[src/rtl/cfe_pkg.sv]
package cfe_pkg;
  localparam int FLAG_W  = 5;
  localparam int FL_ACT  = 0;
  localparam int FL_THR  = 1;
  localparam int FL_FULL = 2;
  localparam int FL_EMP  = 3;
  localparam int FL_AVL  = 4;
endpackage

[src/rtl/cfe_word_fifo.sv]
module cfe_word_fifo #(
  parameter int DEPTH = 16,
  parameter int W     = 32,
  localparam int AW   = $clog2(DEPTH),
  localparam int CW   = $clog2(DEPTH + 1)
) (
  input  logic          clk,
  input  logic          rst_n,
  input  logic          push_i,
  input  logic [W-1:0]  wdata_i,
  input  logic          pop_i,
  output logic [W-1:0]  rdata_o,
  output logic [CW-1:0] count_o,
  output logic          full_o,
  output logic          empty_o,
  output logic          drop_o
);
  localparam logic [CW-1:0] FULL_C = CW'(DEPTH);

  logic [W-1:0]  mem [DEPTH];
  logic [AW-1:0] rptr_q, rptr_d, wslot;
  logic [CW-1:0] count_q, count_d;
  logic          do_push, do_pop;

  assign full_o  = (count_q == FULL_C);
  assign empty_o = (count_q == '0);
  assign do_push = push_i & ~full_o;
  assign do_pop  = pop_i & ~empty_o;
  assign drop_o  = push_i & full_o;
  assign wslot   = rptr_q + count_q[AW-1:0];
  assign rdata_o = empty_o ? '0 : mem[rptr_q];
  assign count_o = count_q;

  always_comb begin
    rptr_d  = rptr_q;
    count_d = count_q;
    if (do_pop) rptr_d = rptr_q + AW'(1);
    case ({do_push, do_pop})
      2'b10:   count_d = count_q + CW'(1);
      2'b01:   count_d = count_q - CW'(1);
      default: count_d = count_q;
    endcase
  end

  always_ff @(posedge clk or negedge rst_n) begin
    if (!rst_n) begin
      rptr_q  <= '0;
      count_q <= '0;
    end else begin
      rptr_q  <= rptr_d;
      count_q <= count_d;
    end
  end

  always_ff @(posedge clk) begin
    if (do_push) mem[wslot] <= wdata_i;
  end

  p_count_bound_r1: assert property (@(posedge clk) disable iff (!rst_n)
    count_q <= FULL_C);
  p_drop_keeps_r11: assert property (@(posedge clk) disable iff (!rst_n)
    (push_i && full_o && !pop_i) |=> (count_q == $past(count_q) && rptr_q == $past(rptr_q)));
endmodule

[src/rtl/cfe_rx_packer.sv]
module cfe_rx_packer #(
  parameter int W      = 32,
  localparam int BYTES = W / 8,
  localparam int IW    = $clog2(BYTES)
) (
  input  logic         clk,
  input  logic         rst_n,
  input  logic         clr_i,
  input  logic         take_i,
  input  logic         last_i,
  input  logic [7:0]   byte_i,
  output logic         push_o,
  output logic [W-1:0] word_o
);
  localparam logic [IW-1:0] TOP_IDX = IW'(BYTES - 1);

  logic [IW-1:0] idx_q, idx_d;
  logic [W-1:0]  acc_q, acc_d, merged;

  always_comb begin
    merged = acc_q;
    merged[8*idx_q +: 8] = byte_i;
  end

  assign push_o = take_i & ((idx_q == TOP_IDX) | last_i);
  assign word_o = merged;

  always_comb begin
    idx_d = idx_q;
    acc_d = acc_q;
    if (clr_i) begin
      idx_d = '0;
      acc_d = '0;
    end else if (take_i) begin
      if (push_o) begin
        idx_d = '0;
        acc_d = '0;
      end else begin
        idx_d = idx_q + IW'(1);
        acc_d = merged;
      end
    end
  end

  always_ff @(posedge clk or negedge rst_n) begin
    if (!rst_n) begin
      idx_q <= '0;
      acc_q <= '0;
    end else begin
      idx_q <= idx_d;
      acc_q <= acc_d;
    end
  end

  p_word_restart_r2: assert property (@(posedge clk) disable iff (!rst_n)
    push_o |=> (idx_q == '0 && acc_q == '0));
endmodule

[src/rtl/cfe_tx_unpacker.sv]
module cfe_tx_unpacker #(
  parameter int W      = 32,
  localparam int BYTES = W / 8,
  localparam int IW    = $clog2(BYTES)
) (
  input  logic         clk,
  input  logic         rst_n,
  input  logic         clr_i,
  input  logic         take_i,
  input  logic [W-1:0] head_i,
  output logic         pop_o,
  output logic         holding_o,
  output logic [7:0]   byte_o
);
  logic [IW-1:0] left_q, left_d;
  logic [W-1:0]  sh_q, sh_d;

  assign holding_o = (left_q != '0);
  assign byte_o    = holding_o ? sh_q[7:0] : head_i[7:0];
  assign pop_o     = take_i & ~holding_o;

  always_comb begin
    left_d = left_q;
    sh_d   = sh_q;
    if (clr_i) begin
      left_d = '0;
      sh_d   = '0;
    end else if (take_i) begin
      if (holding_o) begin
        left_d = left_q - IW'(1);
        sh_d   = sh_q >> 8;
      end else begin
        left_d = IW'(BYTES - 1);
        sh_d   = head_i >> 8;
      end
    end
  end

  always_ff @(posedge clk or negedge rst_n) begin
    if (!rst_n) begin
      left_q <= '0;
      sh_q   <= '0;
    end else begin
      left_q <= left_d;
      sh_q   <= sh_d;
    end
  end

  p_shift_order_r4: assert property (@(posedge clk) disable iff (!rst_n)
    (take_i && holding_o && !clr_i) |=> (sh_q[7:0] == $past(sh_q[15:8])));
endmodule

[src/rtl/cfe_flag_gen.sv]
module cfe_flag_gen
  import cfe_pkg::*;
#(
  parameter int DEPTH = 16,
  localparam int CW   = $clog2(DEPTH + 1)
) (
  input  logic [CW-1:0]     count_i,
  input  logic              live_i,
  input  logic              dir_rx_i,
  output logic [FLAG_W-1:0] tx_o,
  output logic [FLAG_W-1:0] rx_o
);
  localparam logic [CW-1:0] FULL_C = CW'(DEPTH);
  localparam logic [CW-1:0] HALF_C = CW'(DEPTH / 2);

  logic [FLAG_W-1:0] base;

  always_comb begin
    base          = '0;
    base[FL_ACT]  = 1'b1;
    base[FL_FULL] = (count_i == FULL_C);
    base[FL_EMP]  = (count_i == '0);
    base[FL_AVL]  = (count_i != '0);
    tx_o = '0;
    rx_o = '0;
    if (live_i) begin
      if (dir_rx_i) begin
        rx_o         = base;
        rx_o[FL_THR] = (count_i >= HALF_C);
      end else begin
        tx_o         = base;
        tx_o[FL_THR] = (count_i <= HALF_C);
      end
    end
  end
endmodule

[src/rtl/card_fifo_engine.sv]
module card_fifo_engine
  import cfe_pkg::*;
#(
  parameter int DEPTH = 16,
  parameter int W     = 32,
  parameter int LEN_W = 16,
  localparam int CW   = $clog2(DEPTH + 1)
) (
  input  logic              clk,
  input  logic              rst_n,
  input  logic              ctrl_wr_i,
  input  logic              ctrl_en_i,
  input  logic              ctrl_rx_i,
  input  logic [LEN_W-1:0]  len_i,
  input  logic              host_push_i,
  input  logic [W-1:0]      host_wdata_i,
  input  logic              host_pop_i,
  output logic [W-1:0]      host_rdata_o,
  input  logic              crd_rx_valid_i,
  input  logic [7:0]        crd_rx_byte_i,
  output logic              crd_rx_ready_o,
  output logic              crd_tx_valid_o,
  output logic [7:0]        crd_tx_byte_o,
  input  logic              crd_tx_ready_i,
  output logic              busy_o,
  output logic [LEN_W-1:0]  remain_o,
  output logic              data_end_o,
  output logic              block_end_o,
  output logic [FLAG_W-1:0] tx_flags_o,
  output logic [FLAG_W-1:0] rx_flags_o,
  output logic              ovf_o
);
  logic             en_q, en_d, rx_q, rx_d, end_q, end_d, ovf_q, ovf_d;
  logic [LEN_W-1:0] rem_q, rem_d;
  logic             rem_nz, start, rx_take, tx_take, byte_fire;
  logic             f_push, f_pop, f_full, f_empty, f_drop;
  logic [W-1:0]     f_wdata, f_rdata, pk_word;
  logic [CW-1:0]    f_count;
  logic             pk_push, up_pop, up_hold, host_push_ok;

  assign rem_nz = (rem_q != '0);
  assign start  = ctrl_wr_i & ctrl_en_i;

  assign crd_rx_ready_o = en_q & rx_q & rem_nz & ~f_full & ~ctrl_wr_i;
  assign crd_tx_valid_o = en_q & ~rx_q & rem_nz & (up_hold | ~f_empty) & ~ctrl_wr_i;
  assign rx_take   = crd_rx_ready_o & crd_rx_valid_i;
  assign tx_take   = crd_tx_valid_o & crd_tx_ready_i;
  assign byte_fire = rx_take | tx_take;

  assign host_push_ok = host_push_i & en_q & ~rx_q & rem_nz;
  assign f_push  = pk_push | host_push_ok;
  assign f_wdata = rx_q ? pk_word : host_wdata_i;
  assign f_pop   = (host_pop_i & rx_q) | up_pop;

  cfe_word_fifo #(.DEPTH(DEPTH), .W(W)) u_fifo (
    .clk(clk), .rst_n(rst_n), .push_i(f_push), .wdata_i(f_wdata),
    .pop_i(f_pop), .rdata_o(f_rdata), .count_o(f_count),
    .full_o(f_full), .empty_o(f_empty), .drop_o(f_drop)
  );

  cfe_rx_packer #(.W(W)) u_pack (
    .clk(clk), .rst_n(rst_n), .clr_i(start), .take_i(rx_take),
    .last_i(rem_q == LEN_W'(1)), .byte_i(crd_rx_byte_i),
    .push_o(pk_push), .word_o(pk_word)
  );

  cfe_tx_unpacker #(.W(W)) u_unpack (
    .clk(clk), .rst_n(rst_n), .clr_i(start), .take_i(tx_take),
    .head_i(f_rdata), .pop_o(up_pop), .holding_o(up_hold),
    .byte_o(crd_tx_byte_o)
  );

  cfe_flag_gen #(.DEPTH(DEPTH)) u_flags (
    .count_i(f_count), .live_i(en_q & (rem_nz | ~f_empty)),
    .dir_rx_i(rx_q), .tx_o(tx_flags_o), .rx_o(rx_flags_o)
  );

  always_comb begin
    en_d  = en_q;
    rx_d  = rx_q;
    rem_d = rem_q;
    end_d = end_q;
    ovf_d = ovf_q | f_drop;
    if (ctrl_wr_i) begin
      en_d = ctrl_en_i;
      rx_d = ctrl_rx_i;
      if (ctrl_en_i) begin
        rem_d = len_i;
        end_d = 1'b0;
      end
    end else begin
      if (byte_fire) rem_d = rem_q - LEN_W'(1);
      if (en_q && !rem_nz) begin
        end_d = 1'b1;
        if (f_empty) en_d = 1'b0;
      end
    end
  end

  always_ff @(posedge clk or negedge rst_n) begin
    if (!rst_n) begin
      en_q  <= 1'b0;
      rx_q  <= 1'b0;
      rem_q <= '0;
      end_q <= 1'b0;
      ovf_q <= 1'b0;
    end else begin
      en_q  <= en_d;
      rx_q  <= rx_d;
      rem_q <= rem_d;
      end_q <= end_d;
      ovf_q <= ovf_d;
    end
  end

  assign host_rdata_o = f_rdata;
  assign busy_o       = en_q;
  assign remain_o     = rem_q;
  assign data_end_o   = end_q;
  assign block_end_o  = end_q;
  assign ovf_o        = ovf_q;

  p_start_load_r5: assert property (@(posedge clk) disable iff (!rst_n)
    start |=> (remain_o == $past(len_i)));
  p_byte_step_r5: assert property (@(posedge clk) disable iff (!rst_n)
    byte_fire |=> (remain_o == $past(remain_o) - LEN_W'(1)));
  p_idle_drop_r7: assert property (@(posedge clk) disable iff (!rst_n)
    (busy_o && remain_o == '0 && f_empty && !ctrl_wr_i) |=>
      (!busy_o && tx_flags_o == '0 && rx_flags_o == '0));
  p_one_group_r9: assert property (@(posedge clk) disable iff (!rst_n)
    !((tx_flags_o != '0) && (rx_flags_o != '0)));
  p_rx_stall_full_r3: assert property (@(posedge clk) disable iff (!rst_n)
    (rx_flags_o[FL_FULL]) |-> !crd_rx_ready_o);
  p_ovf_sticky_r11: assert property (@(posedge clk) disable iff (!rst_n)
    ovf_o |=> ovf_o);
  p_stop_hold_r12: assert property (@(posedge clk) disable iff (!rst_n)
    (ctrl_wr_i && !ctrl_en_i) |=> (!busy_o && remain_o == $past(remain_o)));
endmodule

[config.mk]
export PLATFORM = sky130hd
export DESIGN_NAME = card_fifo_engine
export DESIGN_NICKNAME = d
export VERILOG_FILES = /design/src/rtl/cfe_pkg.sv /design/src/rtl/cfe_word_fifo.sv /design/src/rtl/cfe_rx_packer.sv /design/src/rtl/cfe_tx_unpacker.sv /design/src/rtl/cfe_flag_gen.sv /design/src/rtl/card_fifo_engine.sv
export SDC_FILE = /design/constraint.sdc
export NUM_CORES = 1
export LEC_CHECK = 0
export BUFFER_PORTS_ARGS = -buffer_cell sky130_fd_sc_hd__buf_2
export CAP_MARGIN = 20
export CORE_ASPECT_RATIO = 0.9
export CORE_MARGIN = 1
export CORE_UTILIZATION = 55
export DETAILED_ROUTE_END_ITERATION = 8
export PLACE_DENSITY = 0.77
export SLEW_MARGIN = 40
export SYNTH_ARGS = -nofsm -noshare
export SYNTH_HDL_FRONTEND = slang
export SYNTH_HIERARCHICAL = 1
export SYNTH_SLANG_ARGS = --single-unit
[constraint.sdc]
create_clock -name clk -period 5.75 [get_ports clk]
set_input_delay 0.2875 -clock clk [delete_from_list [all_inputs] [get_ports clk]]
set_output_delay 0.2875 -clock clk [all_outputs]
set_load 0.02 [all_outputs]
# Word level (Yosys, flattened, before mapping)

Memories as Yosys holds them, arrays and structs flattened.
Cells that the tools add are included.

Register bits after elaboration: 97
Bits in writable memories: 512
Output and inout bits: 72
Word-level logic and storage cells: 110
Memories: 1

Add/sub/neg operators: 8
$lt $le $gt $ge: 2
Equal/unequal tests: 6
Shift-type cells: 2
Multiplexer cells: 32
Bitwise logic cells: 33
Reductions and logical operators: 15

Memories:

| memory     | depth | bits a word | read ports | clocked after Yosys merged registers in | wr ports | RTL line            | text |
|---|---|---|---|---|---|---|---|
| u_fifo.mem | 16    | 32          | 1          | 0                                       | 1        | cfe_word_fifo.sv:20 | `logic [W-1:0] mem [DEPTH];` |

Operators by type and width:

| operator                  | number |
|---|---|
| $mux W32                  | 7 |
| $mux W16                  | 3 |
| $neg A5 Y34               | 1 |
| $shift A8 B34 Y32 const A | 1 |
| $shiftx A8 B34 Y32        | 1 |
| $bwmux W32                | 1 |
| $mux W24                  | 1 |
| $and A1 B1 Y1             | 21 |
| $mux W5                   | 4 |
| $eq A16 B1 Y1 const B     | 1 |
| $reduce_bool A16 Y1       | 1 |
| $sub A16 B1 Y16 const B   | 1 |
| $reduce_bool A2 Y1        | 7 |
| $mux W2                   | 6 |
| $pmux W5 S2               | 1 |
| $mux W1                   | 8 |
| $mux W8                   | 1 |
| $or A1 B1 Y1              | 7 |
| $reduce_and A2 Y1         | 3 |
| $add A5 B1 Y5 const B     | 1 |
| $eq A5 B5 Y1 const B      | 1 |
| $ge A5 B4 Y1 const B      | 1 |
| $le A5 B4 Y1 const B      | 1 |
| $logic_not A5 Y1          | 1 |
| 12 further kinds          | 17 |

# Longest topological paths before layout

Depth after elaboration: 11
Mapped depth: 21
Gate-level depth less buffers: 16

# Modules after synthesis

The synthesis kept the hierarchy.

Modules (own cells, without submodules):

| module           | instances | cells an instance | area each (µm²) | sequential area each (µm²) |
|---|---|---|---|---|
| cfe_word_fifo    | 1         | 877               | 20166.8         | 15600.0 |
| cfe_rx_packer    | 1         | 154               | 1754.2          | 850.8 |
| card_fifo_engine | 1         | 189               | 1690.4          | 500.5 |
| cfe_tx_unpacker  | 1         | 129               | 1376.3          | 650.6 |
| cfe_flag_gen     | 1         | 17                | 91.3            | 0.0 |

# Least setup slack after synthesis

No wires, ideal clock.

Path type: reg-to-reg
Start: register rem_q[9], in the netlist remain_o[9]
End: memory u_fifo.mem[0][0] (enable)
Library setup time: 501 ps
Arrival: 5761 ps
Data required time: 5249 ps
Path slack: -513 ps
Cell stages (with the launch flop): 10
Path buffers: 1
Period minus slack after synthesis: 6263 ps
Cell sequence: dfrtp_1 > or4_1 > buf_2 > or2_1 > nor3_1 > o21a_1 > a31o_1 > a21boi_0 > inv_1 > nor4_1

Word-level cells in the longest chain between the ends: 10
Elaborated cells on any way between the ends: 13
Those cells by class: eq/ne: 1; mux: 2; bitwise: 9; reduce/logical: 1

Ends and longest elaborated chain:

| element                         | RTL line                | text |
|---|---|---|
| start: declaration              | card_fifo_engine.sv:34  | `logic [LEN_W-1:0] rem_q, rem_d;` |
| start signal: assignment        | card_fifo_engine.sv:110 | `rem_q <= rem_d;` |
| $reduce_bool A16 Y1             | card_fifo_engine.sv:41  | `assign rem_nz = (rem_q != '0);` |
| $and A1 B1 Y1 (3 in series)     | card_fifo_engine.sv:44  | `assign crd_rx_ready_o = en_q & rx_q & rem_nz & ~f_full & ~ctrl_wr_i;` |
| $and A1 B1 Y1                   | card_fifo_engine.sv:46  | `assign rx_take = crd_rx_ready_o & crd_rx_valid_i;` |
| $and A1 B1 Y1 *                 | cfe_rx_packer.sv:25     | `assign push_o = take_i & ((idx_q == TOP_IDX) \| last_i);` |
| via pk_push                     | card_fifo_engine.sv:39  | `logic pk_push, up_pop, up_hold, host_push_ok;` |
| $or A1 B1 Y1 *                  | card_fifo_engine.sv:51  | `assign f_push = pk_push \| host_push_ok;` |
| via f_push                      | card_fifo_engine.sv:36  | `logic f_push, f_pop, f_full, f_empty, f_drop;` |
| $and A1 B1 Y1 *                 | cfe_word_fifo.sv:27     | `assign do_push = push_i & ~full_o;` |
| $mux W1 *                       | cfe_word_fifo.sv:56     | `if (do_push) mem[wslot] <= wdata_i;` |
| $mux W1 (implied by the code) * | cfe_word_fifo.sv:56     |  |
| end: declaration                | cfe_word_fifo.sv:20     |  |

The timed path passes the listed nets; every way through them passes the cells marked *.

# Final worst setup path

Start: register rem_q[6], in the netlist remain_o[6]
End: memory u_fifo.mem[1][17] (enable)

Same word-level chain as after synthesis.

==> impl_metrics.tcl <==
set metrics [dict create \
    synth-adder-area-share_pct 0.9280 \
    clk_pin_slew_worst_paths_ns 0.06 \
    intPower_w 0.009264 \
    r2r_start "remain_o[6]" \
    met2_length_mm 29.61 \
    crit_path_top_delay_cell "nor2_4" \
    worstSetupStartpointType "flop" \
    status "finished clean" \
    multi_input_area_sq_um 7068 \
    clkPwrFrac_pct 27.7 \
    synth_warnings 6 \
    maxSlewHeadroom_pct 33.96 \
    syn_to_final_growth_pct 14.53 \
    pwr-share-comb_pct 33.7 \
    clk_latency_ns 0.62 \
    first_global_vias 13992 \
    io_buffers 136 \
    fin_nets 1617 \
    rsz0062_at_grt "false" \
    synth_compound_area_share_pct 6.321 \
    switching_share_pct 34.34 \
    hold_viol_final 0 \
    cts_buffer_depth 3 \
    vias 14410 \
    overflow 0 \
    endpoint_kind "flop" \
    wl_met1_mm 24.55 \
    final_core_util_pct 64.44 \
    worstSetupPathType "reg2reg" \
    cts_tree "done" \
    grtUsageTotal_pct 27.96 \
    design.core.area_sq_um 44570 \
    worstRegToRegCells 9 \
    antenna_found_initial 2 \
    top_layer_used "met5" \
    ys.flop_type "edfxtp_1" \
    period_share_pct 84.95 \
    worstPathArrival_ns 5.21 \
    p_per_area_nw_per_um2 491.2 \
    syn_area_sq_um 25080 \
    max_stage_delay_ns 0.78 \
    dp_hpwl_mm 40.72 \
    io_pins 137 \
    num_rows 73 \
    endpoint "u_fifo/mem[1][17]" \
    initial_core_util_pct 56.27 \
    cp_max_fo 23 \
    pwr-share-seq_pct 38.6 \
    finalWirelength_mm 63.38 \
    drcViolationCount 0 \
    cts.sinks 601 \
    register_area_sq_um 17620 \
    cts_inserted_buffers 57 \
    ant_nets 0 \
    timing.fmax_mhz 204.7 \
    cts_max_level 2 \
    die-area_sq_um 46460 \
    final_cell_mix "512 x edfxtp_1, 135 x buf_2, 128 x mux4_2" \
    wl_met3_mm 7.154 \
    synth_top_family_by_area "multiplexers" \
    timing.critical_path.from "remain_o[6]" \
    die_width_microns 227.1 \
    synth.avg_cell_area_sq_um 18.36 \
    cp_cell_sequence "or4_1, or2_1, nor3_1, o21a_1, a31o_1, a21boi_0, nand3b_1, nor2_4, buf_4" \
    synthCells 1366 \
    synth_mux_area_share_pct 15.63 \
    grt_pass1_wl_mm 92.44 \
    place.gp.congestion 0.9158 \
    grt_max_degree 100 \
    hold_ws_ns 0.02926 \
    nFillCells 3029 \
    clock_skew_ns 0.02173 \
    drt_iter0_markers 1963 \
    drive_gt1_share_pct 30.64 \
    wl_per_cell_microns 29.02 \
    slew_viol_final 0 \
    reg2reg_setup_slack_ns 0.87 \
    cap_violations 0 \
    die_h_microns 204.6 \
    dr.pass1.iters 5 \
    synth_cell_types 75 \
    post_cts_buffers 0 \
    cts.repair.resized 0 \
    vdd_drop_max_uv 439.5 \
    synth-seq-cells 601 \
    synth-xor-area-share_pct 0.5238 \
    yosysSeqAreaShare_pct 70.19 \
    synth_edf_count 512 \
    layout_commonest_cell "edfxtp_1" \
    hp-class "in2reg" \
    ys_async_sr_fraction_pct 14.81 \
    timing.final.crit_period_ns 4.885 \
    root_buffer "clkbuf_16" \
    rr_endpoint "u_fifo/mem[1][17]" \
    worstPathRequired_ns 6.08 \
    p_switching_w 0.004845 \
    vias_per_cell 6.598 \
    setup_viol 0 \
    synth_fp_nets 1449 \
    power_leakage_nw 10.04 \
    tightestPinTransition_ns 0.9821 \
    yosys.area_share.simple_pct 4.016 \
]
[through the flow]
step           total power (W)  instance area, sq um  std cells  TNS (ns)  setup slack, ns
6_report               0.01411                 28720       2184         0           0.8654
4_1_cts                0.01404                 28630       2181         0           0.9130
3_5_place_dp           0.01014                 26540       2060         0           0.9265
2_1_floorplan         0.008486                 25080       1366    -65.63          -0.5127
5_1_grt                0.01457                 28720       2184         0           0.6927
3_3_place_gp           0.01004                 26510       2059         0            1.047
[kinds of logic (layout without fill, tap and decap cells)]
kind of cell,after synthesis,count (layout)
other,0,1
AO/OA/AOI/OAI,211,211
XOR/XNOR,15,15
AND/OR/NAND/NOR,180,180
multiplexers,226,226
buffers and inverters,115,332
flip-flops,601,601
adder cells (fa/ha/maj),18,18
[final cells by class]
cell class	count	share of cell area [%]
Sequential cell	601	61.34
Multi-Input combinational cell	650	24.61
Clock buffer	76	5.502
Timing Repair Buffer	194	4.217
Tap cell	600	2.614
Clock inverter	32	1.320
Inverter	30	0.3921
Antenna cell	1	0.008712
[critical path: cells and delay by family (launching register included)]
| family | cells | cell delay [ns] |
|---|---|---|
| AND/OR/NAND/NOR | 5 | 2.89 |
| buffers and inverters | 1 | 0.28 |
| flip-flops | 1 | 0.47 |
| AO/OA/AOI/OAI | 3 | 0.95 |
[power by group through the flow]
stage / Sequential [W] / Clock (W) / Combinational [W]
floorplan: 0.00535 / 0 / 0.00313
global placement: 0.00550 / 0 / 0.00453
detailed placement: 0.00553 / 0 / 0.00462
CTS: 0.00544 / 0.00395 / 0.00466
global route: 0.00547 / 0.00411 / 0.00499
finish: 0.00544 / 0.00391 / 0.00476
[per-layer routing]
| metal | vias up | GRT usage, % |
|---|---|---|
| li1 | 5923 | - |
| met1 | 7446 | 39.46 |
| met2 | 915 | 42.58 |
| met3 | 124 | 7.286 |
| met4 | 2 | 9.516 |
| met5 | - | 0 |
[what timing repair did]
action	in CTS	in global routing
hold buffers	13	0
hold endpoints to repair	51	0
endpoints found under the setup margin	0	0
[state kept, by name, indices dropped and copies added (netlist names)]
register	count
u_fifo/mem	512
ovf_o	1
u_unpack/left_q	2
rx_q	1
u_pack/idx_q	2
remain_o	16
busy_o	1
block_end_o	1
u_fifo/count_o	5
u_fifo/rptr_q	4
u_unpack/sh_q	24
u_pack/acc_q	32
[cell usage after synthesis, types with 16 or more instances]
library cell,instances,area (sq um)
mux2i_1,53,530.5
nor3_1,19,95.09
a22o_1,31,271.5
buf_2,48,240.2
ha_1,17,212.7
o31ai_1,33,247.7
a211oi_1,22,165.2
dfrtp_1,89,2227
a21oi_1,26,130.1
nor2_1,54,202.7
a22oi_1,34,255.2
clkbuf_1,16,60.06
mux2_2,45,506.7
mux4_2,128,2883
edfxtp_1,512,15370
a32o_1,16,160.2
inv_1,28,105.1
nand2_1,18,67.56
[how the worst min path moves through the flow]
stage,cells after the start,startpoint,to
global placement,1,rst_n,block_end_o
finish,3,len_i[5],remain_o[5]
CTS,3,len_i[5],remain_o[5]
detailed placement,1,rst_n,ovf_o
floorplan,0,rst_n,block_end_o
global route,3,len_i[2],remain_o[2]
No activity file was read; power rests on OpenSTA's default activity.
